`src/rtl/mshr_upg_pkg.sv`:
```
package mshr_upg_pkg;

   typedef enum logic [1:0] {
      RSP_READ    = 2'd0,
      RSP_READEX  = 2'd1,
      RSP_UPGRADE = 2'd2,
      RSP_RSVD    = 2'd3
   } rsp_kind_e;

   typedef enum logic [1:0] {
      ERR_NONE   = 2'd0,
      ERR_PROTO  = 2'd1,
      ERR_ADDR   = 2'd2,
      ERR_NOREC  = 2'd3
   } err_code_e;

   typedef enum logic [1:0] {
      EV_IDLE  = 2'd0,
      EV_ALLOC = 2'd1,
      EV_RSP   = 2'd2,
      EV_VIC   = 2'd3
   } event_e;

endpackage

```
`src/rtl/mshr_blk_cmp.sv`:
```
// Block-address equality, split into chunks so the reduction depth follows CHUNK_W.
module mshr_blk_cmp #(
   parameter int W       = 26,
   parameter int CHUNK_W = 8
) (
   input  logic         en,
   input  logic [W-1:0] a,
   input  logic [W-1:0] b,
   output logic         hit
);
   localparam int NCHUNK = (W + CHUNK_W - 1) / CHUNK_W;
   localparam int PAD_W  = NCHUNK * CHUNK_W;

   generate
      if (W < 1 || CHUNK_W < 1) begin : g_bad_width
         $error("mshr_blk_cmp: widths must be positive");
      end

      if (CHUNK_W >= W) begin : g_flat
         assign hit = en && (a == b);
      end else begin : g_chunked
         logic [PAD_W-1:0]  a_pad;
         logic [PAD_W-1:0]  b_pad;
         logic [NCHUNK-1:0] eq;
         assign a_pad = PAD_W'(a);
         assign b_pad = PAD_W'(b);
         for (genvar c = 0; c < NCHUNK; c++) begin : g_chunk
            assign eq[c] = (a_pad[c*CHUNK_W +: CHUNK_W] == b_pad[c*CHUNK_W +: CHUNK_W]);
         end
         assign hit = en && (&eq);
      end
   endgenerate
endmodule

```
`src/rtl/mshr_vic_buf.sv`:
```
// One-block holding buffer for a clean victim, organised as write-together lanes.
module mshr_vic_buf #(
   parameter int DATA_W       = 128,
   parameter int LANE_W       = 32,
   parameter bit CLEAR_ON_REL = 1'b1
) (
   input  logic              clk,
   input  logic              rst_n,
   input  logic              wr_en,
   input  logic [DATA_W-1:0] wr_data,
   input  logic              rel,
   output logic [DATA_W-1:0] rd_data,
   output logic              held
);
   localparam int NLANE = DATA_W / LANE_W;

   generate
      if (LANE_W < 1 || DATA_W < LANE_W || (DATA_W % LANE_W) != 0) begin : g_bad_lane
         $error("mshr_vic_buf: DATA_W must be a whole multiple of LANE_W");
      end
   endgenerate

   always_ff @(posedge clk or negedge rst_n) begin
      if (!rst_n) begin
         held <= 1'b0;
      end else if (wr_en) begin
         held <= 1'b1;
      end else if (rel) begin
         held <= 1'b0;
      end
   end

   generate
      for (genvar l = 0; l < NLANE; l++) begin : g_lane
         logic [LANE_W-1:0] lane_q;
         if (CLEAR_ON_REL) begin : g_scrub
            always_ff @(posedge clk or negedge rst_n) begin
               if (!rst_n) begin
                  lane_q <= '0;
               end else if (wr_en) begin
                  lane_q <= wr_data[l*LANE_W +: LANE_W];
               end else if (rel) begin
                  lane_q <= '0;
               end
            end
         end else begin : g_keep
            always_ff @(posedge clk or negedge rst_n) begin
               if (!rst_n) begin
                  lane_q <= '0;
               end else if (wr_en) begin
                  lane_q <= wr_data[l*LANE_W +: LANE_W];
               end
            end
         end
         assign rd_data[l*LANE_W +: LANE_W] = lane_q;
      end
   endgenerate
endmodule

```
`src/rtl/mshr_upg_ctl.sv`:
```
// Entry state and event resolution: allocation, response handling, victim record.
module mshr_upg_ctl
   import mshr_upg_pkg::*;
#(
   parameter int BLK_W  = 26,
   parameter int DATA_W = 128
) (
   input  logic              clk,
   input  logic              rst_n,
   input  logic              alloc_vld,
   input  logic [BLK_W-1:0]  alloc_blk,
   input  logic              alloc_excl,
   input  logic              vic_vld,
   input  logic              vic_hit,
   input  logic              vic_dirty,
   input  logic              vic_writable,
   input  logic              rsp_vld,
   input  logic              rsp_hit,
   input  logic [1:0]        rsp_kind,
   input  logic              rsp_present,
   input  logic [BLK_W-1:0]  rsp_blk,
   input  logic [DATA_W-1:0] rsp_data,
   input  logic [DATA_W-1:0] buf_data,
   input  logic              buf_held,
   output logic              ent_valid,
   output logic [BLK_W-1:0]  ent_blk,
   output logic              buf_wr,
   output logic              buf_rel,
   output logic              fill_vld,
   output logic [1:0]        fill_kind,
   output logic [BLK_W-1:0]  fill_blk,
   output logic [DATA_W-1:0] fill_data,
   output logic              reissue_vld,
   output logic [BLK_W-1:0]  reissue_blk,
   output logic              err_vld,
   output logic [1:0]        err_code
);
   // entry state
   logic             valid_q, valid_d;
   logic [BLK_W-1:0] blk_q, blk_d;
   logic             excl_q, excl_d;
   logic             repl_q, repl_d;
   logic             dirty_q, dirty_d;

   // outcome of this cycle
   logic              fill_d;
   rsp_kind_e         fkind_d;
   logic [DATA_W-1:0] fdata_d;
   logic              reiss_d;
   err_code_e         ecode_d;
   event_e            ev;
   logic              upg_absent;

   // priority: allocation, then response, then victim notice
   always_comb begin
      if (alloc_vld)       ev = EV_ALLOC;
      else if (rsp_vld)    ev = EV_RSP;
      else if (vic_vld)    ev = EV_VIC;
      else                 ev = EV_IDLE;
   end

   assign upg_absent = (rsp_kind_e'(rsp_kind) == RSP_UPGRADE) && !rsp_present;

   always_comb begin
      valid_d = valid_q;
      blk_d   = blk_q;
      excl_d  = excl_q;
      repl_d  = repl_q;
      dirty_d = dirty_q;
      buf_wr  = 1'b0;
      buf_rel = 1'b0;
      fill_d  = 1'b0;
      fkind_d = RSP_READ;
      fdata_d = rsp_data;
      reiss_d = 1'b0;
      ecode_d = ERR_NONE;

      unique case (ev)
         EV_ALLOC: begin
            valid_d = 1'b1;
            blk_d   = alloc_blk;
            excl_d  = alloc_excl;
            repl_d  = 1'b0;
            dirty_d = 1'b0;
            buf_rel = 1'b1;
         end
         EV_RSP: begin
            if (!rsp_hit) begin
               ecode_d = ERR_ADDR;
            end else if (upg_absent) begin
               if (!repl_q) begin
                  ecode_d = ERR_NOREC;
               end else begin
                  repl_d = 1'b0;
                  if (dirty_q) begin
                     // copy was written back: ask again for the whole block
                     reiss_d = 1'b1;
                     dirty_d = 1'b0;
                  end else if (!buf_held) begin
                     ecode_d = ERR_NOREC;
                  end else begin
                     // saved clean copy becomes the owned data
                     fill_d  = 1'b1;
                     fkind_d = RSP_READEX;
                     fdata_d = buf_data;
                     buf_rel = 1'b1;
                     valid_d = 1'b0;
                  end
               end
            end else begin
               fill_d  = 1'b1;
               fkind_d = rsp_kind_e'(rsp_kind);
               fdata_d = rsp_data;
               repl_d  = 1'b0;
               dirty_d = 1'b0;
               buf_rel = 1'b1;
               valid_d = 1'b0;
            end
         end
         EV_VIC: begin
            if (vic_hit) begin
               if (vic_writable || !excl_q) begin
                  ecode_d = ERR_PROTO;
               end else begin
                  repl_d  = 1'b1;
                  dirty_d = vic_dirty;
                  buf_wr  = !vic_dirty;
               end
            end
         end
         default: ;
      endcase
   end

   always_ff @(posedge clk or negedge rst_n) begin
      if (!rst_n) begin
         valid_q <= 1'b0;
         blk_q   <= '0;
         excl_q  <= 1'b0;
         repl_q  <= 1'b0;
         dirty_q <= 1'b0;
      end else begin
         valid_q <= valid_d;
         blk_q   <= blk_d;
         excl_q  <= excl_d;
         repl_q  <= repl_d;
         dirty_q <= dirty_d;
      end
   end

   always_ff @(posedge clk or negedge rst_n) begin
      if (!rst_n) begin
         fill_vld    <= 1'b0;
         fill_kind   <= 2'd0;
         fill_blk    <= '0;
         fill_data   <= '0;
         reissue_vld <= 1'b0;
         reissue_blk <= '0;
         err_vld     <= 1'b0;
         err_code    <= 2'd0;
      end else begin
         fill_vld    <= fill_d;
         reissue_vld <= reiss_d;
         err_vld     <= (ecode_d != ERR_NONE);
         err_code    <= ecode_d;
         if (fill_d) begin
            fill_kind <= fkind_d;
            fill_blk  <= blk_q;
            fill_data <= fdata_d;
         end
         if (reiss_d) begin
            reissue_blk <= blk_q;
         end
      end
   end

   assign ent_valid = valid_q;
   assign ent_blk   = blk_q;

   // rsp_blk reaches the controller only through rsp_hit; kept for the trace of the port set
   logic unused_rsp_blk;
   assign unused_rsp_blk = ^rsp_blk;
endmodule

```
`src/rtl/mshr_upg_track.sv`:
```
module mshr_upg_track #(
   parameter int ADDR_W       = 32,
   parameter int SET_W        = 6,
   parameter int OFFS_W       = 6,
   parameter int DATA_W       = 128,
   parameter int LANE_W       = 32,
   parameter int CMP_CHUNK_W  = 8,
   parameter bit CLEAR_ON_REL = 1'b1,
   localparam int BLK_W       = ADDR_W - OFFS_W,
   localparam int TAG_W       = ADDR_W - SET_W - OFFS_W
) (
   input  logic              clk,
   input  logic              rst_n,
   input  logic              alloc_vld,
   input  logic [BLK_W-1:0]  alloc_blk,
   input  logic              alloc_excl,
   input  logic              vic_vld,
   input  logic [TAG_W-1:0]  vic_tag,
   input  logic [SET_W-1:0]  vic_set,
   input  logic              vic_dirty,
   input  logic              vic_writable,
   input  logic [DATA_W-1:0] vic_data,
   input  logic              rsp_vld,
   input  logic [1:0]        rsp_kind,
   input  logic [BLK_W-1:0]  rsp_blk,
   input  logic              rsp_blk_present,
   input  logic [DATA_W-1:0] rsp_data,
   output logic              fill_vld,
   output logic [1:0]        fill_kind,
   output logic [BLK_W-1:0]  fill_blk,
   output logic [DATA_W-1:0] fill_data,
   output logic              reissue_vld,
   output logic [BLK_W-1:0]  reissue_blk,
   output logic              err_vld,
   output logic [1:0]        err_code
);
   generate
      if (TAG_W < 1) begin : g_bad_split
         $error("mshr_upg_track: set and offset bits leave no tag");
      end
   endgenerate

   logic              ent_valid;
   logic [BLK_W-1:0]  ent_blk;
   logic [BLK_W-1:0]  vic_blk;
   logic              vic_hit;
   logic              rsp_hit;
   logic              buf_wr;
   logic              buf_rel;
   logic              buf_held;
   logic [DATA_W-1:0] buf_data;

   // rebuild the victim's block address from its tag and set
   assign vic_blk = {vic_tag, vic_set};

   mshr_blk_cmp #(.W(BLK_W), .CHUNK_W(CMP_CHUNK_W)) u_vic_cmp (
      .en (ent_valid),
      .a  (vic_blk),
      .b  (ent_blk),
      .hit(vic_hit)
   );

   mshr_blk_cmp #(.W(BLK_W), .CHUNK_W(CMP_CHUNK_W)) u_rsp_cmp (
      .en (ent_valid),
      .a  (rsp_blk),
      .b  (ent_blk),
      .hit(rsp_hit)
   );

   mshr_vic_buf #(.DATA_W(DATA_W), .LANE_W(LANE_W), .CLEAR_ON_REL(CLEAR_ON_REL)) u_buf (
      .clk    (clk),
      .rst_n  (rst_n),
      .wr_en  (buf_wr),
      .wr_data(vic_data),
      .rel    (buf_rel),
      .rd_data(buf_data),
      .held   (buf_held)
   );

   mshr_upg_ctl #(.BLK_W(BLK_W), .DATA_W(DATA_W)) u_ctl (
      .clk         (clk),
      .rst_n       (rst_n),
      .alloc_vld   (alloc_vld),
      .alloc_blk   (alloc_blk),
      .alloc_excl  (alloc_excl),
      .vic_vld     (vic_vld),
      .vic_hit     (vic_hit),
      .vic_dirty   (vic_dirty),
      .vic_writable(vic_writable),
      .rsp_vld     (rsp_vld),
      .rsp_hit     (rsp_hit),
      .rsp_kind    (rsp_kind),
      .rsp_present (rsp_blk_present),
      .rsp_blk     (rsp_blk),
      .rsp_data    (rsp_data),
      .buf_data    (buf_data),
      .buf_held    (buf_held),
      .ent_valid   (ent_valid),
      .ent_blk     (ent_blk),
      .buf_wr      (buf_wr),
      .buf_rel     (buf_rel),
      .fill_vld    (fill_vld),
      .fill_kind   (fill_kind),
      .fill_blk    (fill_blk),
      .fill_data   (fill_data),
      .reissue_vld (reissue_vld),
      .reissue_blk (reissue_blk),
      .err_vld     (err_vld),
      .err_code    (err_code)
   );
endmodule

```
`config.mk`:
```
export PLATFORM = sky130hd
export DESIGN_NAME = mshr_upg_track
export DESIGN_NICKNAME = d
export VERILOG_FILES = /design/src/rtl/mshr_upg_pkg.sv /design/src/rtl/mshr_blk_cmp.sv /design/src/rtl/mshr_vic_buf.sv /design/src/rtl/mshr_upg_ctl.sv /design/src/rtl/mshr_upg_track.sv
export SDC_FILE = /design/constraint.sdc
export NUM_CORES = 1
export LEC_CHECK = 0
export CAP_MARGIN = 40
export CORE_AREA = 2 2 209 211
export DETAILED_ROUTE_END_ITERATION = 16
export DIE_AREA = 0 0 211 213
export GPL_TIMING_DRIVEN = 1
export PLACE_DENSITY = 0.74
export SETUP_SLACK_MARGIN = 0.02
export SYNTH_ARGS = -nofsm -noshare
export SYNTH_HDL_FRONTEND = slang
export SYNTH_SLANG_ARGS = --single-unit
export TNS_END_PERCENT = 100
```
`constraint.sdc`:
```
create_clock -name clk -period 3.3 [get_ports clk]
set_input_delay 0.66 -clock clk [delete_from_list [all_inputs] [get_ports clk]]
set_output_delay 0.66 -clock clk [all_outputs]
set_load 0.01 [all_outputs]
```
== Yosys cells after proc, flatten, opt, wreduce, memory -nomap -nowiden ==
Cells that the tools add are included.

* Register bits after elaboration: 346
* Input bits: 345
* Word-level logic and storage cells: 113

* Eq/ne operators: 18
* Mux-type cells: 61
* Reductions and logical operators: 16

{| class="wikitable"
|+ Operators with widths
! kind !! count
|-
| $mux W128 || 6
|-
| $mux W32 || 5
|-
| $eq A8 B8 Y1 || 6
|-
| $mux W1 || 31
|-
| $mux W2 || 14
|-
| $reduce_and A4 Y1 || 3
|-
| $reduce_and A5 Y1 || 2
|-
| $eq A2 B2 Y1 const B || 3
|-
| $ne A3 B3 Y1 const B || 2
|-
| $pmux W1 S3 || 2
|-
| $reduce_bool A2 Y1 || 3
|-
| $eq A2 B2 Y1 || 2
|-
| $ne A2 B1 Y1 const B || 2
|-
| $pmux W1 S2 || 2
|-
| $pmux W2 S2 || 1
|-
| $logic_and A1 B1 Y1 || 3
|-
| $logic_not A1 Y1 || 3
|-
| $ne A3 B2 Y1 const B || 1
|-
| $reduce_bool A3 Y1 || 1
|-
| $eq A2 B1 Y1 const B || 1
|-
| $ne A2 B2 Y1 const B || 1
|-
| $logic_or A1 B1 Y1 || 1
|}

== Depth between registers and ports, before layout ==
Gate-level depths: netlist (run 1).

* Word-level depth: 8
* Depth in mapped cells: 12
* Gate-level depth less buffers: 10

== Cells and area by module ==
A second synthesis (run 1) with hierarchy kept.

* Cells, all modules: 1,204
* Area total of the unflattened synthesis: 13,979.7 µm²

{| class="wikitable"
|+ By module, submodules not included
! module !! times used !! cells an instance !! area each (µm²) !! sequential area each (µm²)
|-
| mshr_upg_ctl || 1 || 846 || 8,891.0 || 5,430.2
|-
| mshr_vic_buf || 1 || 288 || 4,508.1 || 3,228.1
|-
| mshr_blk_cmp || 2 || 35 || 290.3 || 0.0
|}

== Worst setup path after synthesis (run 1) ==
OpenSTA, ideal clock, no wires.

* Kind: input-to-reg
* Start: in rsp_blk[7]
* End: reg u_ctl.reissue_blk[10]
* Setup time: 125 ps
* Arrival: 2,765 ps
* Required time: 3,175 ps
* Setup slack: 410 ps
* Stages on the path: 8
* Path buffers: 2
* Cell sequence: or2b_1 -> nand4_1 -> or4_4 -> or3_4 -> or3_1 -> buf_6 -> buf_6 -> mux2_4

* Longest elaborated chain between the ends: 5

{| class="wikitable"
|+ RTL lines
! item !! line !! RTL
|-
| from (decl) || mshr_upg_track.sv:25 || <nowiki>input logic [BLK_W-1:0] rsp_blk,</nowiki>
|-
| $eq A8 B8 Y1 || mshr_blk_cmp.sv:28 || <nowiki>assign eq[c] = (a_pad[c*CHUNK_W +: CHUNK_W] == b_pad[c*CHUNK_W +: CHUNK_W]);</nowiki>
|-
| $reduce_and A4 Y1 || mshr_blk_cmp.sv:30 || <nowiki>assign hit = en && (&eq);</nowiki>
|-
| $logic_and A1 B1 Y1 || mshr_blk_cmp.sv:30 ||
|-
| $mux W1 || mshr_upg_ctl.sv:88 || <nowiki>if (!rsp_hit) begin</nowiki>
|-
| $mux W1 || mshr_upg_ctl.sv:78 || <nowiki>unique case (ev)</nowiki>
|-
| to (signal assigned) || mshr_upg_ctl.sv:172 || <nowiki>reissue_blk <= blk_q;</nowiki>
|-
| to (decl) || mshr_upg_ctl.sv:34 || <nowiki>output logic [BLK_W-1:0] reissue_blk,</nowiki>
|}

Every way passes these cells.
A chain may end at the register's enable or synchronous reset.

== Worst setup path in the final report (run 1) ==
* Start: in rsp_blk[11]
* End: reg u_ctl.fill_data[90]

* Longest elaborated chain between the ends: 5

{| class="wikitable"
|+ RTL lines
! item !! line !! RTL
|-
| $eq A8 B8 Y1 (*) || mshr_blk_cmp.sv:28 ||
|-
| $reduce_and A4 Y1 (*) || mshr_blk_cmp.sv:30 ||
|-
| $logic_and A1 B1 Y1 (*) || mshr_blk_cmp.sv:30 ||
|-
| $mux W128 / $mux W1 (equally long branches) || mshr_upg_ctl.sv:88 ||
|-
| $mux W128 / $mux W1 (equally long branches) || mshr_upg_ctl.sv:78 ||
|-
| to (signal assigned) || mshr_upg_ctl.sv:169 || <nowiki>fill_data <= fdata_d;</nowiki>
|-
| to (decl) || mshr_upg_ctl.sv:32 || <nowiki>output logic [DATA_W-1:0] fill_data,</nowiki>
|}

Mark *: on every way between the ends. The rest lies on a longest branch, timed or not.

==> flow_metrics.tcl, run 1 <==
set metrics [dict create \
    outcome "complete, no violations" \
    std_cell_rows 76 \
    power.static_leakage_nw 9.922 \
    synth_top_cells_by_area "sky130_fd_sc_hd__dfrtp_1 54%, sky130_fd_sc_hd__o2bb2ai_2 9.4%, sky130_fd_sc_hd__nand2_1 8.0%" \
    cap_viol_max_count 0 \
    synth_async_sr_flop_share_pct 100.0 \
    cts_tree "built" \
    worst_hold_path_type "input port to asynchronous set/reset pin" \
    cpMostUsedCell "sky130_fd_sc_hd__nand2_1" \
    num_io_pins 532 \
    detailedRoute.firstPassIterationCount 7 \
    synthesis.area_mm2 0.01598 \
    design.final.nets 2297 \
    cp_slowest_cell "sky130_fd_sc_hd__or4_4" \
    first_iter_violations 807 \
    clock_latency_ns 0.55 \
    gpl.final_weighted_congestion 0.8343 \
    cp_cell_sequence "clkdlybuf4s50_1 > xnor2_1 > nand2_1 > or4_1 > or4_4 > buf_4 > buf_12 > nand2_1 > o21ai_0" \
    cts.sinks 346 \
    syn_area_per_cell_um2 11.58 \
    synth.ff_latch_count 346 \
    globalRoute.totalOverflow 0 \
    startpoint_class_of_the_critical_path "input port" \
    postCtsResizedCells 0 \
    dominant_delay_contributor_by_cell_family_on_the_critical_path "simple AND/OR/NAND/NOR gates" \
    route.detailed.vias_per_inst 5.042 \
    number_of_antenna_violations_at_the_first_check_in_global_routing 2 \
    die_y_um 213 \
    synth_top_area_share_pct 54.17 \
    timing.final.hold_violations 0 \
    grt.total_usage_pct 22.03 \
    synth-seq-area-share_pct 54.17 \
    area_growth_syn_to_layout_pct 48.65 \
    worst-r2r-cell-count 9 \
    io_buffers 531 \
    setup_viol_count_final 0 \
    dominantRegCellSynth "sky130_fd_sc_hd__dfrtp_1" \
    grt_first_pass_wirelength_um 76740 \
    number_of_enable_flip_flop_cells_after_synthesis 0 \
    period_minus_slack_ns 2.994 \
    drcViolationCount 0 \
    start_util_pct 37.43 \
    power_density_mw_per_mm2 420.2 \
    finalCritPeriodShare_pct 90.72 \
    critPathMaxFanout 123 \
    final.setup_skew_ns 0.01972 \
    via_count_of_the_first_global_routing_pass 13390 \
    cts_bufs_inserted 40 \
    worstPathRequired_ns 3.68 \
    crit_path_max_incr_delay_ns 0.57 \
    synthCells 1380 \
    ant_nets 0 \
    mean_routed_wirelength_per_cell_um 19.95 \
    final_layout_size_suffix_gt1_share_pct 16.14 \
    post_synth_most_frequent_cells "346 x sky130_fd_sc_hd__dfrtp_1, 342 x sky130_fd_sc_hd__nand2_1, 140 x sky130_fd_sc_hd__o21ai_0, 128 x sky130_fd_sc_hd__mux2i_1, 100 x sky130_fd_sc_hd__o2bb2ai_2" \
    reg2reg_to "u_ctl.fill_data[90]" \
    clk_root_buffer_cell "sky130_fd_sc_hd__clkbuf_16" \
    ir_worst_vdd_mv 0.3497 \
    grt_setup_unrepaired "false" \
    cts.repair_timing.setup_buffer_count 0 \
    reg2reg_slack_ns 0.34 \
    floorplan.die.width_um 211 \
    cts-root-to-sink-buffers 3 \
    cell_with_the_most_instances_after_synthesis "sky130_fd_sc_hd__dfrtp_1" \
    synthDistinctLibCells 46 \
    timing_worst_setup_path_type "input port to register" \
    ctsHtreeMaxLevel 2 \
    slew_headroom_pct 51.08 \
    utilization_pct 55.65 \
    clock_pin_slew_on_the_worst_setup_and_hold_paths_ns 0.06 \
    clock.fmax_ghz 0.3340 \
    routed_vias 12730 \
    worstPathBufferInverterCount 3 \
    die-area_mm2 0.04494 \
    worst_r2r_startpoint "u_ctl.ent_blk[12]" \
    report.final.slew_viol_count 0 \
    grt_start_max_net_pins 124 \
    final.setup.tns_ns 0 \
    holdBufCountCts 0 \
    endpoint_kind "register" \
    worstMarginPinSlew_ns 0.7339 \
    worstPathArrival_ns 3.38 \
    post-dp-hpwl_um 37580 \
    count_of_warnings_emitted_by_yosys 0 \
    wl_um 50380 \
    floorplan.core_area_mm2 0.04270 \
    synth_fp_nets 1729 \
    cell_type_with_the_largest_total_area_after_synthesis "sky130_fd_sc_hd__dfrtp_1" \
]
## area by class of cell
type | count | area (um2)
antenna | 2 | 5.005
clock buffer | 58 | 1220
clock inverter | 13 | 142.6
fill | 3556 | 18940
inverter | 9 | 33.78
multi-input combinational | 929 | 6700
sequential | 346 | 8658
tap | 546 | 683.2
timing repair buffer | 622 | 6316
## registers in the layout, indices dropped and copies added (netlist names), 2 cells and up
signal	cells
u_ctl.err_code	2
u_ctl.fill_kind	2
u_ctl.ent_blk	26
u_buf.g_lane.lane_q	128
u_ctl.fill_data	128
u_ctl.fill_blk	26
u_ctl.reissue_blk	26
## cell usage in the layout, fill, tap and decap left out, drive strengths merged, types with 5 or more instances in the layout
master / n
dfrtp: 346
buf: 92
inv: 9
nor3: 5
clkbuf: 58
mux2i: 128
nand2b: 22
nand3: 8
clkdlybuf4s50: 530
xor2: 11
mux2: 51
clkinv: 9
nor2: 8
o2bb2ai: 128
xnor2: 29
o21ai: 140
nor4: 6
nand2: 342
nand4: 16
## cells by family (layout without fill, tap and decap cells)
| group | after synthesis | count (layout) | share of synthesized area, % |
|---|---|---|---|
| simple gates | 424 | 424 | 11.21 |
| xor+xnor | 40 | 40 | 2.192 |
| flops | 346 | 346 | 54.17 |
| fa+ha+maj | 4 | 4 | 0.3131 |
| mux | 179 | 179 | 12.06 |
| buf+inv | 105 | 702 | 4.047 |
| other cells | 0 | 2 | 0 |
| compound gates | 282 | 282 | 16.01 |
## worst max-delay path by stage
stage	from	endpoint	depth (start not counted)
global placement	rsp_blk[24]	u_buf.g_lane[3].lane_q[6]	10
CTS	u_ctl.ent_blk[12]	u_buf.g_lane[3].lane_q[3]	9
detailed placement	rsp_blk[24]	u_buf.g_lane[0].lane_q[22]	10
global route	u_ctl.ent_blk[12]	u_buf.g_lane[0].lane_q[15]	9
finish	rsp_blk[11]	u_ctl.fill_data[90]	9
floorplan	rsp_blk[7]	u_ctl.reissue_blk[10]	8
## report_power, final
group          internal [W]  switching, W
clock               0.00279       0.00177
sequential          0.00429      0.000106
combinational      0.000604      0.000413
## metrics by stage
step | hold WS (ns) | cell area [um2] | cells | setup WS [ns] | total power, W
after floorplan | 0.3644 | 15980 | 1380 | 0.4099 | 0.004794
after global placement | 0.4510 | 22390 | 2452 | -0.2125 | 0.005481
after detailed placement | 0.4572 | 22390 | 2452 | -0.2194 | 0.005498
after CTS | 0.1388 | 23750 | 2523 | 0.3150 | 0.01010
after global routing | 0.1478 | 23760 | 2525 | 0.2267 | 0.01036
final | 0.1270 | 23760 | 2525 | 0.3061 | 0.009983
## per-layer routing
metal	global-route usage (%)	wire, um	up-vias
li1	-	-	5943
met1	26.96	20360	6269
met2	38.45	25300	422
met3	4.986	3093	96
met4	7.261	1628	0
met5	0	0	-
Power figures use the tool's default switching activity.
==> run 2, diff against run 1 <==
==> constraint.sdc (replaced) <==
create_clock -name clk -period 3.3 [get_ports clk]
set_input_delay 0.825 -clock clk [delete_from_list [all_inputs] [get_ports clk]]
set_output_delay 0.825 -clock clk [all_outputs]
set_load 0.01 [all_outputs]
==> flow_metrics.tcl, run 2 (synthesis results as in run 1) <==
set metrics [dict create \
    outcome "complete, no violations" \
    ant_nets 0 \
    die_y_um 213 \
    setup_viol_count_final 0 \
    drcViolationCount 0 \
    slew_headroom_pct 43.01 \
    cap_viol_max_count 0 \
    timing_worst_setup_path_type "input port to register" \
    worstMarginPinSlew_ns 0.8549 \
    cts.sinks 346 \
    io_buffers 531 \
    cts-root-to-sink-buffers 3 \
    via_count_of_the_first_global_routing_pass 13620 \
    power_density_mw_per_mm2 405.1 \
    reg.largest.list "u_buf.g_lane.lane_q: 128 flops, u_ctl.fill_data: 128 flops" \
    grt_first_pass_wirelength_um 77220 \
    worstPathArrival_ns 3.58 \
    globalRoute.totalOverflow 0 \
    holdBufCountCts 0 \
    post-dp-hpwl_um 38100 \
    critPathMaxFanout 18 \
    period_minus_slack_ns 3.154 \
    routed_vias 12820 \
    ir_worst_vdd_mv 0.3531 \
    worst_hold_path_type "input port to asynchronous set/reset pin" \
    design.final.nets 2305 \
    clock_latency_ns 0.55 \
    finalCritPeriodShare_pct 95.59 \
    report.final.slew_viol_count 0 \
    utilization_pct 55.59 \
    floorplan.core_area_mm2 0.04270 \
    detailedRoute.firstPassIterationCount 6 \
    start_util_pct 37.43 \
    area_growth_syn_to_layout_pct 48.49 \
    die-area_mm2 0.04494 \
    final.setup_skew_ns 0.01953 \
    timing.final.hold_violations 0 \
    num_io_pins 532 \
    grt_start_max_net_pins 130 \
    number_of_antenna_violations_at_the_first_check_in_global_routing 2 \
    endpoint_kind "register" \
    instances_no_fill 2532 \
    mean_routed_wirelength_per_cell_um 20.06 \
    cts.repair_timing.setup_buffer_count 0 \
    clock_pin_slew_on_the_worst_setup_and_hold_paths_ns 0.06 \
    clock.fmax_ghz 0.3170 \
    fill_cells 3584 \
    fin_hold_ws_ns 0.2833 \
    wl_um 50790 \
    ctsHtreeMaxLevel 2 \
    cts_bufs_inserted 40 \
    final_layout_size_suffix_gt1_share_pct 16.23 \
    layout.cells.most_common "sky130_fd_sc_hd__clkdlybuf4s50_1" \
    power.static_leakage_nw 9.915 \
    postCtsResizedCells 0 \
    std_cell_rows 76 \
    layout.area.seq_mm2 0.008658 \
    placed_cells 2460 \
    route.detailed.vias_per_inst 5.062 \
    floorplan.die.width_um 211 \
    startpoint_class_of_the_critical_path "input port" \
    cts_tree "built" \
    mostFrequentLayoutCells "530 x sky130_fd_sc_hd__clkdlybuf4s50_1, 346 x sky130_fd_sc_hd__dfrtp_1, 342 x sky130_fd_sc_hd__nand2_1" \
    first_iter_violations 814 \
    worstPathRequired_ns 3.73 \
    grt_setup_unrepaired "true" \
    clk_root_buffer_cell "sky130_fd_sc_hd__clkbuf_16" \
    gpl.final_weighted_congestion 0.8772 \
    grt.total_usage_pct 22.06 \
    multi_input_area_mm2 0.006700 \
]
==> run 2: final timing paths <==
kind                                   startpoint                         to  slack [ns]  depth (start not counted)
worst min-delay path                        rst_n        u_ctl.fill_data[48]        0.28                          1
max in group asynchronous                   rst_n  u_buf.g_lane[1].lane_q[7]        2.23                          2
worst max-delay path                  rsp_blk[24]       u_ctl.reissue_blk[8]        0.15                          9
worst max register to register  u_ctl.ent_blk[12]       u_ctl.reissue_blk[8]        0.34                          8
min in group clk                u_ctl.fill_blk[4]          u_ctl.fill_blk[4]        0.46                          2
worst min register to register  u_ctl.fill_blk[4]          u_ctl.fill_blk[4]        0.46                          2
==> run 2: critical path, cell delays in order <==
cell and delay [ns]:
sky130_fd_sc_hd__clkdlybuf4s50_1 0.41, sky130_fd_sc_hd__xor2_1 0.14, sky130_fd_sc_hd__nor4_1 0.50, sky130_fd_sc_hd__buf_4 0.21
sky130_fd_sc_hd__nand3_1 0.11, sky130_fd_sc_hd__or3_4 0.38, sky130_fd_sc_hd__or3_1 0.46, sky130_fd_sc_hd__buf_12 0.21
sky130_fd_sc_hd__mux2_4 0.31
==> run 2: report_power, final <==
group | total [W] | leakage (nW) | internal [W] | switching, W
Sequential | 0.00440 | 4.77 | 0.00429 | 0.000104
Clock | 0.00421 | 0.616 | 0.00242 | 0.00178
Combinational | 0.00101 | 4.53 | 0.000592 | 0.000417
==> run 2: cell type report <==
type / instances / share of cell area, %
clock buffer: 55 / 4.798
sequential: 346 / 36.48
tap: 546 / 2.879
multi-input combinational: 929 / 28.23
inverter: 9 / 0.1423
timing repair buffer: 630 / 27.04
antenna: 2 / 0.02109
clock inverter: 15 / 0.4059
==> run 2: metrics by stage <==
stage | TNS, ns | total power (W) | setup WS [ns] | instance area, um2
3_3_place_gp | -72.38 | 0.005472 | -0.3488 | 22490
5_1_grt | 0 | 0.009978 | 0.01677 | 23730
4_1_cts | 0 | 0.009717 | 0.1559 | 23720
3_5_place_dp | -91.80 | 0.005488 | -0.4135 | 22490
6_report | 0 | 0.009615 | 0.1457 | 23730
2_1_floorplan | 0 | 0.004794 | 0.2449 | 15980
==> run 2: metal layers <==
metal  global-route usage (%)  vias up  wire length (um)
met3                    5.589       97              3333
met4                    7.309        0              1525
li1                         -     5962                 -
met2                    38.23      427             25410
met1                    26.84     6332             20520
met5                        0        -                 0
==> run 3, diff against run 2 <==
SLEW_MARGIN = 30   (was default)
==> results of run 3 <==
Final layout, timing and power as in run 2 (identical DEF).
